--- src/rtl/hca_pkg.sv ---
`timescale 1ns/1ps
package hca_pkg;

  // propagate/generate pair of a bit span
  typedef struct packed {
    logic p;
    logic g;
  } pg_t;

  // neutral element of the carry operator
  localparam pg_t PG_IDENT = '{p: 1'b1, g: 1'b0};

  // merge a more significant span (hi) onto a less significant one (lo)
  function automatic pg_t pg_join(input pg_t hi, input pg_t lo);
    pg_t r;
    r.g = hi.g | (hi.p & lo.g);
    r.p = hi.p & lo.p;
    return r;
  endfunction

endpackage

--- src/rtl/hca_pg_gen.sv ---
`timescale 1ns/1ps
module hca_pg_gen #(
  parameter int W = 64
) (
  input  logic [W-1:0] a_i,
  input  logic [W-1:0] b_i,
  output logic [W-1:0] p_o,
  output logic [W-1:0] g_o
);

  for (genvar i = 0; i < W; i++) begin : g_bit
    assign p_o[i] = a_i[i] ^ b_i[i];
    assign g_o[i] = a_i[i] & b_i[i];
  end

endmodule

--- src/rtl/hca_combine4.sv ---
`timescale 1ns/1ps
module hca_combine4
  import hca_pkg::*;
(
  input  pg_t [3:0] span_i,   // index 0 is the least significant span
  output pg_t [2:0] cum_o     // prefixes over 2, 3 and 4 spans
);

  pg_t two_q, three_q, four_q;

  always_comb begin
    two_q   = pg_join(span_i[1], span_i[0]);
    three_q = pg_join(span_i[2], two_q);
    four_q  = pg_join(span_i[3], three_q);
  end

  assign cum_o = {four_q, three_q, two_q};

endmodule

--- src/rtl/hca_carry_tree.sv ---
`timescale 1ns/1ps
module hca_carry_tree
  import hca_pkg::*;
#(
  parameter int GROUP_W  = 8,
  parameter int N_GROUPS = 8
) (
  input  logic [GROUP_W*(N_GROUPS-1)-1:0] p_i,
  input  logic [GROUP_W*(N_GROUPS-1)-1:0] g_i,
  input  logic                            carry_i,
  output logic [N_GROUPS-1:0]             gc_o     // carry into each slice
);

  localparam int SPAN = GROUP_W * (N_GROUPS - 1);
  localparam int NIB  = SPAN / 4;
  localparam int L2_N = (NIB + 3) / 4;
  localparam int NPG  = GROUP_W / 4;

  if (GROUP_W != 8 || N_GROUPS != 8) begin : g_bad_shape
    $error("hca_carry_tree: tree wiring supports 8 slices of 8 bits only");
  end

  // bit-level pairs with the external carry merged into bit 0
  pg_t [SPAN-1:0] bit_pg;
  always_comb begin
    for (int i = 0; i < SPAN; i++) begin
      bit_pg[i].p = p_i[i];
      bit_pg[i].g = g_i[i];
    end
    bit_pg[0].g = g_i[0] | (p_i[0] & carry_i);
  end

  // level 1: nibble spans 3:0 .. 55:52
  pg_t [2:0] l1_cum [NIB];
  pg_t       nib_pg [NIB];
  for (genvar n = 0; n < NIB; n++) begin : g_l1
    hca_combine4 u_c4 (
      .span_i (bit_pg[4*n+3:4*n]),
      .cum_o  (l1_cum[n])
    );
    assign nib_pg[n] = l1_cum[n][2];
  end

  // level 2: four modules over consecutive nibbles, padded with identity
  pg_t [3:0] l2_in  [L2_N];
  pg_t [2:0] l2_cum [L2_N];
  for (genvar m = 0; m < L2_N; m++) begin : g_l2
    for (genvar j = 0; j < 4; j++) begin : g_in
      if (4*m + j < NIB) begin : g_real
        assign l2_in[m][j] = nib_pg[4*m+j];
      end else begin : g_pad
        assign l2_in[m][j] = PG_IDENT;
      end
    end
    hca_combine4 u_c4 (
      .span_i (l2_in[m]),
      .cum_o  (l2_cum[m])
    );
  end

  pg_t s7_0, s15_0, s23_16, s31_16, s39_32, s47_32, s55_48;
  assign s7_0   = l2_cum[0][0];
  assign s15_0  = l2_cum[0][2];
  assign s23_16 = l2_cum[1][0];
  assign s31_16 = l2_cum[1][2];
  assign s39_32 = l2_cum[2][0];
  assign s47_32 = l2_cum[2][2];
  assign s55_48 = l2_cum[3][0];

  // level 3: overlapping spans reach 23, 31, 39 and 47, 55
  pg_t [3:0] l3_in  [2];
  pg_t [2:0] l3_cum [2];
  assign l3_in[0] = {s39_32, s31_16, s23_16, s15_0};
  assign l3_in[1] = {s55_48, s47_32, s31_16, s15_0};
  for (genvar t = 0; t < 2; t++) begin : g_l3
    hca_combine4 u_c4 (
      .span_i (l3_in[t]),
      .cum_o  (l3_cum[t])
    );
  end

  assign gc_o[0] = carry_i;
  assign gc_o[1] = s7_0.g;
  assign gc_o[2] = s15_0.g;
  assign gc_o[3] = l3_cum[0][0].g;
  assign gc_o[4] = l3_cum[0][1].g;
  assign gc_o[5] = l3_cum[0][2].g;
  assign gc_o[6] = l3_cum[1][1].g;
  assign gc_o[7] = l3_cum[1][2].g;

  // a wider prefix can only propagate if every narrower one does
  for (genvar n = 0; n < NIB; n++) begin : g_l1_chk
    always_comb begin
      AST_PREFIX_MONO: assert (!(l1_cum[n][2].p && !l1_cum[n][1].p) && !(l1_cum[n][1].p && !l1_cum[n][0].p))
        else $error("level-1 prefix propagate not monotonic");
    end
  end
  for (genvar m = 0; m < L2_N; m++) begin : g_l2_chk
    always_comb begin
      AST_PREFIX_MONO: assert (!(l2_cum[m][2].p && !l2_cum[m][1].p) && !(l2_cum[m][1].p && !l2_cum[m][0].p))
        else $error("level-2 prefix propagate not monotonic");
    end
  end
  for (genvar t = 0; t < 2; t++) begin : g_l3_chk
    always_comb begin
      AST_PREFIX_MONO: assert (!(l3_cum[t][2].p && !l3_cum[t][1].p) && !(l3_cum[t][1].p && !l3_cum[t][0].p))
        else $error("level-3 prefix propagate not monotonic");
    end
  end

  // slice-level propagate passes the carry on; slice-level generate forces it
  for (genvar k = 0; k < N_GROUPS-1; k++) begin : g_slice_chk
    pg_t slice_pg;
    assign slice_pg = pg_join(nib_pg[NPG*k+1], nib_pg[NPG*k]);
    always_comb begin
      AST_PROP_CHAIN: assert (!(gc_o[k] && slice_pg.p) || gc_o[k+1])
        else $error("carry lost across propagating slice");
      AST_GEN_CHAIN: assert (!slice_pg.g || gc_o[k+1])
        else $error("generating slice did not carry");
    end
  end

endmodule

--- src/rtl/hca_group_sum.sv ---
`timescale 1ns/1ps
module hca_group_sum #(
  parameter int W = 8
) (
  input  logic [W-1:0] p_i,
  input  logic [W-1:0] g_i,
  input  logic         sel_i,    // carry into this slice
  output logic [W-1:0] sum_o,
  output logic         cout_o
);

  logic [W-1:0] s0, s1;
  logic         co0, co1;

  // two local ripple chains, one per assumed incoming carry
  always_comb begin
    logic c0, c1;
    c0 = 1'b0;
    c1 = 1'b1;
    for (int i = 0; i < W; i++) begin
      s0[i] = p_i[i] ^ c0;
      s1[i] = p_i[i] ^ c1;
      c0    = g_i[i] | (p_i[i] & c0);
      c1    = g_i[i] | (p_i[i] & c1);
    end
    co0 = c0;
    co1 = c1;
  end

  assign sum_o  = sel_i ? s1  : s0;
  assign cout_o = sel_i ? co1 : co0;

  always_comb begin
    AST_COUT_ORDER: assert (!co0 || co1)
      else $error("carry-out with carry 0 but not with carry 1");
    AST_CAND_STEP: assert (s1 == s0 + W'(1))
      else $error("candidate sums do not differ by one");
    AST_CAND_WRAP: assert ((co0 == co1) || (s1 == '0))
      else $error("carry-outs differ without wrap to zero");
  end

endmodule

--- src/rtl/hca_adder64.sv ---
`timescale 1ns/1ps
module hca_adder64 #(
  parameter int GROUP_W  = 8,
  parameter int N_GROUPS = 8
) (
  input  logic [GROUP_W*N_GROUPS-1:0] a_i,
  input  logic [GROUP_W*N_GROUPS-1:0] b_i,
  input  logic                        carry_i,
  output logic [GROUP_W*N_GROUPS-1:0] sum_o,
  output logic                        carry_o
);

  localparam int WIDTH = GROUP_W * N_GROUPS;
  localparam int SPAN  = GROUP_W * (N_GROUPS - 1);

  logic [WIDTH-1:0]    p, g;
  logic [N_GROUPS-1:0] gc;
  logic [N_GROUPS-1:0] grp_co;

  hca_pg_gen #(.W(WIDTH)) u_pg (
    .a_i (a_i),
    .b_i (b_i),
    .p_o (p),
    .g_o (g)
  );

  hca_carry_tree #(.GROUP_W(GROUP_W), .N_GROUPS(N_GROUPS)) u_tree (
    .p_i     (p[SPAN-1:0]),
    .g_i     (g[SPAN-1:0]),
    .carry_i (carry_i),
    .gc_o    (gc)
  );

  for (genvar k = 0; k < N_GROUPS; k++) begin : g_slice
    hca_group_sum #(.W(GROUP_W)) u_grp (
      .p_i    (p[GROUP_W*k +: GROUP_W]),
      .g_i    (g[GROUP_W*k +: GROUP_W]),
      .sel_i  (gc[k]),
      .sum_o  (sum_o[GROUP_W*k +: GROUP_W]),
      .cout_o (grp_co[k])
    );
  end

  assign carry_o = grp_co[N_GROUPS-1];

  // local slice ripple and lookahead tree must agree at every boundary
  for (genvar k = 0; k < N_GROUPS-1; k++) begin : g_agree
    always_comb begin
      AST_BOUNDARY_AGREE: assert (grp_co[k] == gc[k+1])
        else $error("slice carry-out disagrees with tree carry");
    end
  end

  always_comb begin
    AST_SUM_EXACT: assert ({carry_o, sum_o} == ({1'b0, a_i} + {1'b0, b_i} + {{WIDTH{1'b0}}, carry_i}))
      else $error("sum differs from arithmetic add");
  end

endmodule

--- config.mk ---
export PLATFORM = sky130hd
export DESIGN_NAME = hca_adder64
export DESIGN_NICKNAME = d
export VERILOG_FILES = /design/src/rtl/hca_pkg.sv /design/src/rtl/hca_pg_gen.sv /design/src/rtl/hca_combine4.sv /design/src/rtl/hca_carry_tree.sv /design/src/rtl/hca_group_sum.sv /design/src/rtl/hca_adder64.sv
export SDC_FILE = /design/constraint.sdc
export NUM_CORES = 1
export LEC_CHECK = 0
export BUFFER_PORTS_ARGS = -buffer_cell sky130_fd_sc_hd__buf_4
export CAP_MARGIN = 15
export CORE_ASPECT_RATIO = 0.9
export CORE_UTILIZATION = 40
export DETAILED_ROUTE_END_ITERATION = 8
export PLACE_DENSITY = 0.93
export SLEW_MARGIN = 20
export SYNTH_ARGS = -nofsm -noshare
export SYNTH_HDL_FRONTEND = slang
export SYNTH_SLANG_ARGS = --single-unit
export TNS_END_PERCENT = 5
--- constraint.sdc ---
create_clock -name vclk -period 8.6
set_input_delay 2.15 -clock vclk [all_inputs]
set_output_delay 2.15 -clock vclk [all_outputs]
set_load 0.1 [all_outputs]
==> flow_metrics.py, run 1 <==
metrics = {
    "outcome": {
        "status": "finished with violations",
        "violations": "negative setup slack",
    },
    "layout": {
        "syn_to_final_growth_pct": 83.3,
        "fin_nets": 826,
        "drive_above_1_share": 0.520,
        "mostFrequentLayoutCell": "buf_4",
        "final_core_util": 0.770,
        "ff_latch_area_um2": 0,
        "seq_cells": 0,
        "final_cell_mix": "buf_4, ha_1, inv_1",
        "n_clock_buffer": 0,
        "antenna_cells": 0,
    },
    "run": {
        "drv_cap": 0,
    },
    "timing": {
        "rsz0062_at_grt": "true",
        "hold_violations": 0,
        "post-route-min-period_ns": 9.14,
        "setup_viol": 3,
        "final.period_utilization": 1.06,
        "finalWorstSetupSlack_ns": -0.543,
        "setup_tns_ns": -0.889,
        "maxSlewHeadroom": 0.747,
        "slew_violations": 0,
        "tightest_slew_ns": 0.379,
        "fmax_mhz": 109,
    },
    "die": {
        "dieArea_mm2": 0.00733,
        "start_util": 0.420,
        "core_region_area_mm2": 0.00666,
        "die_x_um": 90.1,
        "row_count": 28,
        "ioPinCount": 194,
        "die_h_um": 81.3,
    },
    "worst_setup_path": {
        "crit_fanout": 4,
        "critPathArrivalTime_ns": 6.99,
        "crit_required_ns": 6.45,
        "worstSetupEndpointType": "output pin",
        "startpoint_type": "input port",
        "critPathKind": "in2out",
    },
    "logic_synthesis": {
        "yosysWarnings": 0,
        "ys_seq_area_frac": 0,
        "netlist_area_mm2": 0.00280,
        "syn_avg_cell_area_um2": 8.63,
        "syn_nets": 550,
        "yosys-top-cells-area": "ha_1, fa_1, xor2_1",
        "yosysTopAreaCell": "ha_1",
        "netlist.area_leader.share": 0.291,
        "syn-instance-count": 324,
        "synth_cell_types": 41,
    },
    "global_routing": {
        "gr-total-overflow": 0,
        "track_usage": 0.269,
        "antenna_found_initial": 0,
        "grt_first_pass_wirelength_um": 16100,
        "grt_start_max_net_pins": 7,
        "grt_pass1_vias": 3708,
    },
    "place": {
        "dpl_worst_slack_ns": -0.741,
        "gp_congestion": 0.863,
        "hpwl_um": 9270,
        "port_buffers": 194,
    },
    "worst_hold_path": {
        "hp-start": "b_i[1]",
        "min-delay-path-class": "in2out",
        "whs_endpoint": "sum_o[1]",
        "whs_path_depth": 3,
    },
    "drt": {
        "wl_um": 10700,
        "num_vias": 3584,
        "drc": 0,
        "drt_first_pass_iters": 4,
        "post_drt_wl_per_cell_um": 15.6,
        "viasPerCell": 5.21,
        "drt_iter0_markers": 106,
        "ant_nets": 0,
    },
    "power": {
        "ir_drop_uv": 167,
        "power_leakage_uw": 0.00270,
        "powerDensity_mw_per_mm2": 179,
    },
    "clock_network": {
        "hold_buffers": 0,
    },
}
[layout make-up]
class                      instances  area, µm²
fill                             450       1530
inverter                          38        146
multi-input combinational        285       2770
tap                               90        113
timing repair buffer             275       2090
[worst max-delay path by stage]
| stage | cells after the start | slack (ns) | to | start |
|---|---|---|---|---|
| floorplan | 20 | -0.33 | sum_o[63] | a_i[0] |
| global placement | 20 | -0.55 | sum_o[63] | a_i[43] |
| detailed placement | 20 | -0.74 | sum_o[63] | a_i[43] |
| CTS | 20 | -0.45 | sum_o[63] | a_i[23] |
| global route | 22 | -0.66 | sum_o[63] | a_i[0] |
| finish | 21 | -0.54 | sum_o[63] | a_i[23] |
[power breakdown]
part	switching, µW	internal [µW]
clock	0	0
combinational	673	245
sequential	0	0
[through the flow]
step | std cells | total power (µW) | instance area (µm²) | hold slack (ns)
after floorplan | 324 | 685 | 2860 | 4.84
after global placement | 683 | 877 | 5000 | 4.82
after detailed placement | 683 | 899 | 5000 | 4.83
after CTS | 686 | 908 | 5070 | 4.79
after global routing | 688 | 952 | 5120 | 4.83
final | 688 | 918 | 5120 | 4.83
[critical path, stage by stage]
cell	delay, ns
buf_4	0.11
ha_1	0.33
nand2_2	0.09
buf_4	0.14
nor4_4	0.40
buf_4	0.19
a21oi_4	0.06
o21ai_4	0.15
a41oi_2	0.14
o21ai_1	0.15
o31ai_1	0.10
fa_2	0.36
fa_2	0.37
fa_2	0.35
fa_2	0.34
fa_2	0.37
fa_2	0.36
inv_1	0.10
fa_1	0.45
clkinvlp_4	0.11
buf_12	0.17
[cells by family (layout without fill, tap and decap cells)]
logic type	after synthesis	count (layout)	share of synthesized area
simple gates	72	72	0.129
mux	7	7	0.0255
compound gates	81	81	0.185
buf+inv	39	313	0.0524
fa+ha+maj	97	97	0.520
xor+xnor	28	28	0.0877
[synthesized netlist by cell type, types with 2 or more instances]
master	n
o21ai_0	15
nand2_2	4
xor2_1	17
nor3_1	5
a221oi_1	2
a211oi_1	3
a21o_1	5
xnor2_1	11
a21oi_1	29
o21ai_1	7
o21a_1	3
o31ai_1	3
nor2b_1	3
and4_1	2
a31oi_1	2
nand3_1	5
nor2_1	16
ha_1	65
inv_1	38
mux2i_1	6
nand2_1	24
or4_1	2
nand4_1	7
fa_1	32
nand2b_1	2
[what timing repair did]
item                                    CTS  global route
endpoints found under the setup margin    3             5
hold endpoints to repair                  0             0
gates resized for setup                  12            13
buffers inserted                          3             2
pin swaps                                 8             7
[per-layer routing]
| layer | share of wire | vias to the layer above | GRT usage | routed length [µm] |
|---|---|---|---|---|
| met3 | 0.046 | 36 | 0.0243 | 494 |
| met2 | 0.57 | 165 | 0.582 | 6080 |
| met5 | 0 | - | 0 | 0 |
| met1 | 0.35 | 1686 | 0.272 | 3760 |
| li1 | - | 1697 | - | - |
| met4 | 0.035 | 0 | 0.0855 | 372 |
(Power assumes the default switching activity.)
==> inputs of run 2 (changes only) <==
CELL_PAD_IN_SITES_DETAIL_PLACEMENT = 1   (was not set)
CELL_PAD_IN_SITES_GLOBAL_PLACEMENT = 1   (was not set)
CORE_UTILIZATION = 32   (was 40)
GPL_TIMING_DRIVEN = 0   (was not set)
PLACE_DENSITY = 0.95   (was 0.93)
clock period = 11 ns   (was 8.6 ns; I/O delays follow)
==> flow_metrics.py, run 2 (synthesis gave the netlist of run 1 again) <==
metrics = {
    "power": {
        "powerDensity_mw_per_mm2": 152,
        "ir_drop_uv": 105,
        "power_leakage_uw": 0.00232,
    },
    "place": {
        "gp_congestion": 0.797,
        "port_buffers": 194,
        "placedInstanceArea_mm2": 0.00440,
        "dpl_worst_slack_ns": -0.122,
        "hpwl_um": 9820,
    },
    "timing": {
        "post-route-min-period_ns": 10.74,
        "fmax_mhz": 93.1,
        "hold_violations": 0,
        "slew_violations": 0,
        "maxSlewHeadroom": 0.725,
        "setup_viol": 0,
        "tightest_slew_ns": 0.408,
        "final.period_utilization": 0.977,
        "finalWorstSetupSlack_ns": 0.255,
    },
    "drt": {
        "wl_um": 10500,
        "drc": 0,
        "ant_nets": 0,
        "viasPerCell": 5.08,
        "drt_iter0_markers": 38,
        "num_vias": 3246,
        "drt_first_pass_iters": 4,
        "post_drt_wl_per_cell_um": 16.5,
    },
    "worst_setup_path": {
        "critPathKind": "in2out",
        "crit_required_ns": 8.25,
        "cpMaxStageDelayCell": "fa_1",
        "timing.critical_path.buf_inv": 5,
        "crit_fanout": 4,
        "crit_top_cell": "fa_1",
        "crit_path_max_incr_delay_ns": 0.44,
        "worstSetupEndpointType": "output pin",
        "critPathArrivalTime_ns": 7.99,
        "startpoint": "a_i[0]",
        "worstPathCellList": "buf_4 -> inv_1 -> fa_1 -> nor2b_1 -> o211ai_1 -> a21oi_2 -> o21a_2 -> a21oi_4 -> o21ai_4 -> a41oi_1 -> o21ai_0 -> o31ai_1 -> fa_1 -> fa_1 -> fa_1 -> fa_1 -> fa_1 -> fa_1 -> inv_1 -> fa_1 -> inv_1 -> buf_6",
        "startpoint_type": "input port",
        "cp_top_family": "adder cells",
    },
    "layout": {
        "drive_above_1_share": 0.418,
        "fin_nets": 752,
        "num-fill-cells": 1024,
        "antenna_cells": 0,
        "final_cell_area_mm2": 0.00449,
        "mostFrequentLayoutCell": "buf_4",
        "syn_to_final_growth_pct": 60.6,
        "seq_cells": 0,
        "final_cell_mix": "buf_4, ha_1, inv_1",
        "n_clock_buffer": 0,
        "ff_latch_area_um2": 0,
    },
    "global_routing": {
        "grt_start_max_net_pins": 8,
        "grt_most_used_layer": "met2",
        "groute.layer.met2.usage": 0.478,
        "use_met1": 0.215,
        "antenna_found_initial": 0,
        "track_usage": 0.223,
        "use_met3": 0.0325,
        "grt_pass1_vias": 3626,
        "gr-total-overflow": 0,
        "grt_first_pass_wirelength_um": 16400,
    },
    "die": {
        "start_util": 0.338,
        "die_h_um": 90.7,
        "die_x_um": 101,
        "dieArea_mm2": 0.00911,
        "ioPinCount": 194,
        "core_region_area_mm2": 0.00826,
        "row_count": 31,
    },
    "clock_network": {
        "hold_buffers": 0,
    },
    "worst_hold_path": {
        "hp-start": "b_i[58]",
        "min-delay-path-class": "in2out",
    },
    "run": {
        "drv_cap": 0,
    },
    "outcome": {
        "status": "finished, final reports clean",
    },
}
## run 2: cell count changes in the layout (fill, tap and decap cells not counted), moves of 2 or more
cell     change
fa_2         -7
buf_12       -2
buf_4       -73
ha_1         +3
a21oi_1      +2
a21oi_2      -2
ha_4         -2
fa_1         +7
o21ai_0      +2
## run 2: layout make-up
class              count  area (µm²)  area share
repair buffers       200        1510       0.335
inverters             38         143      0.0318
plain buffers          1        3.75    0.000836
well taps            115         144      0.0321
multi-input cells    285        2690       0.600
## run 2: metal layers
metal / wire length (µm) / vias to the layer above
met5: 0 / -
met4: 209 / 0
met3: 632 / 18
met2: 6150 / 124
met1: 3560 / 1559
li1: - / 1545
## run 2: worst paths after layout
path / end / slack (ns) / depth (start not counted)
max: sum_o[63] / 0.26 / 22
min: sum_o[58] / 6.01 / 3
## run 2: report_power, final
part | switching (µW) | internal [µW]
clock | 0 | 0
sequential | 0 | 0
combinational | 518 | 163
## run 2: tightest hold or removal path, stage by stage
cell and delay, ns:
buf_4 0.08, fa_1 0.14, buf_4 0.28
## run 2: timing repair
action | in CTS | in global routing
setup buffers | 1 | 5
endpoints found under the setup margin | 1 | 2
gates cloned | 0 | 0
pin swaps | 1 | 2
resized for setup | 3 | 9
## run 2: through the flow
| step | instances | util | TNS, ns | hold slack, ns | total power [µW] |
|---|---|---|---|---|---|
| finish | 639 | 0.543 | 0 | 6.01 | 680 |
| global route | 639 | 0.543 | -0.00997 | 6.04 | 708 |
| CTS | 634 | 0.535 | 0 | 6.02 | 678 |
| detailed placement | 633 | 0.532 | -0.122 | 6.02 | 675 |
| global placement | 633 | 0.532 | 0 | 6.01 | 657 |
| floorplan | 324 | - | 0 | 6.06 | 530 |
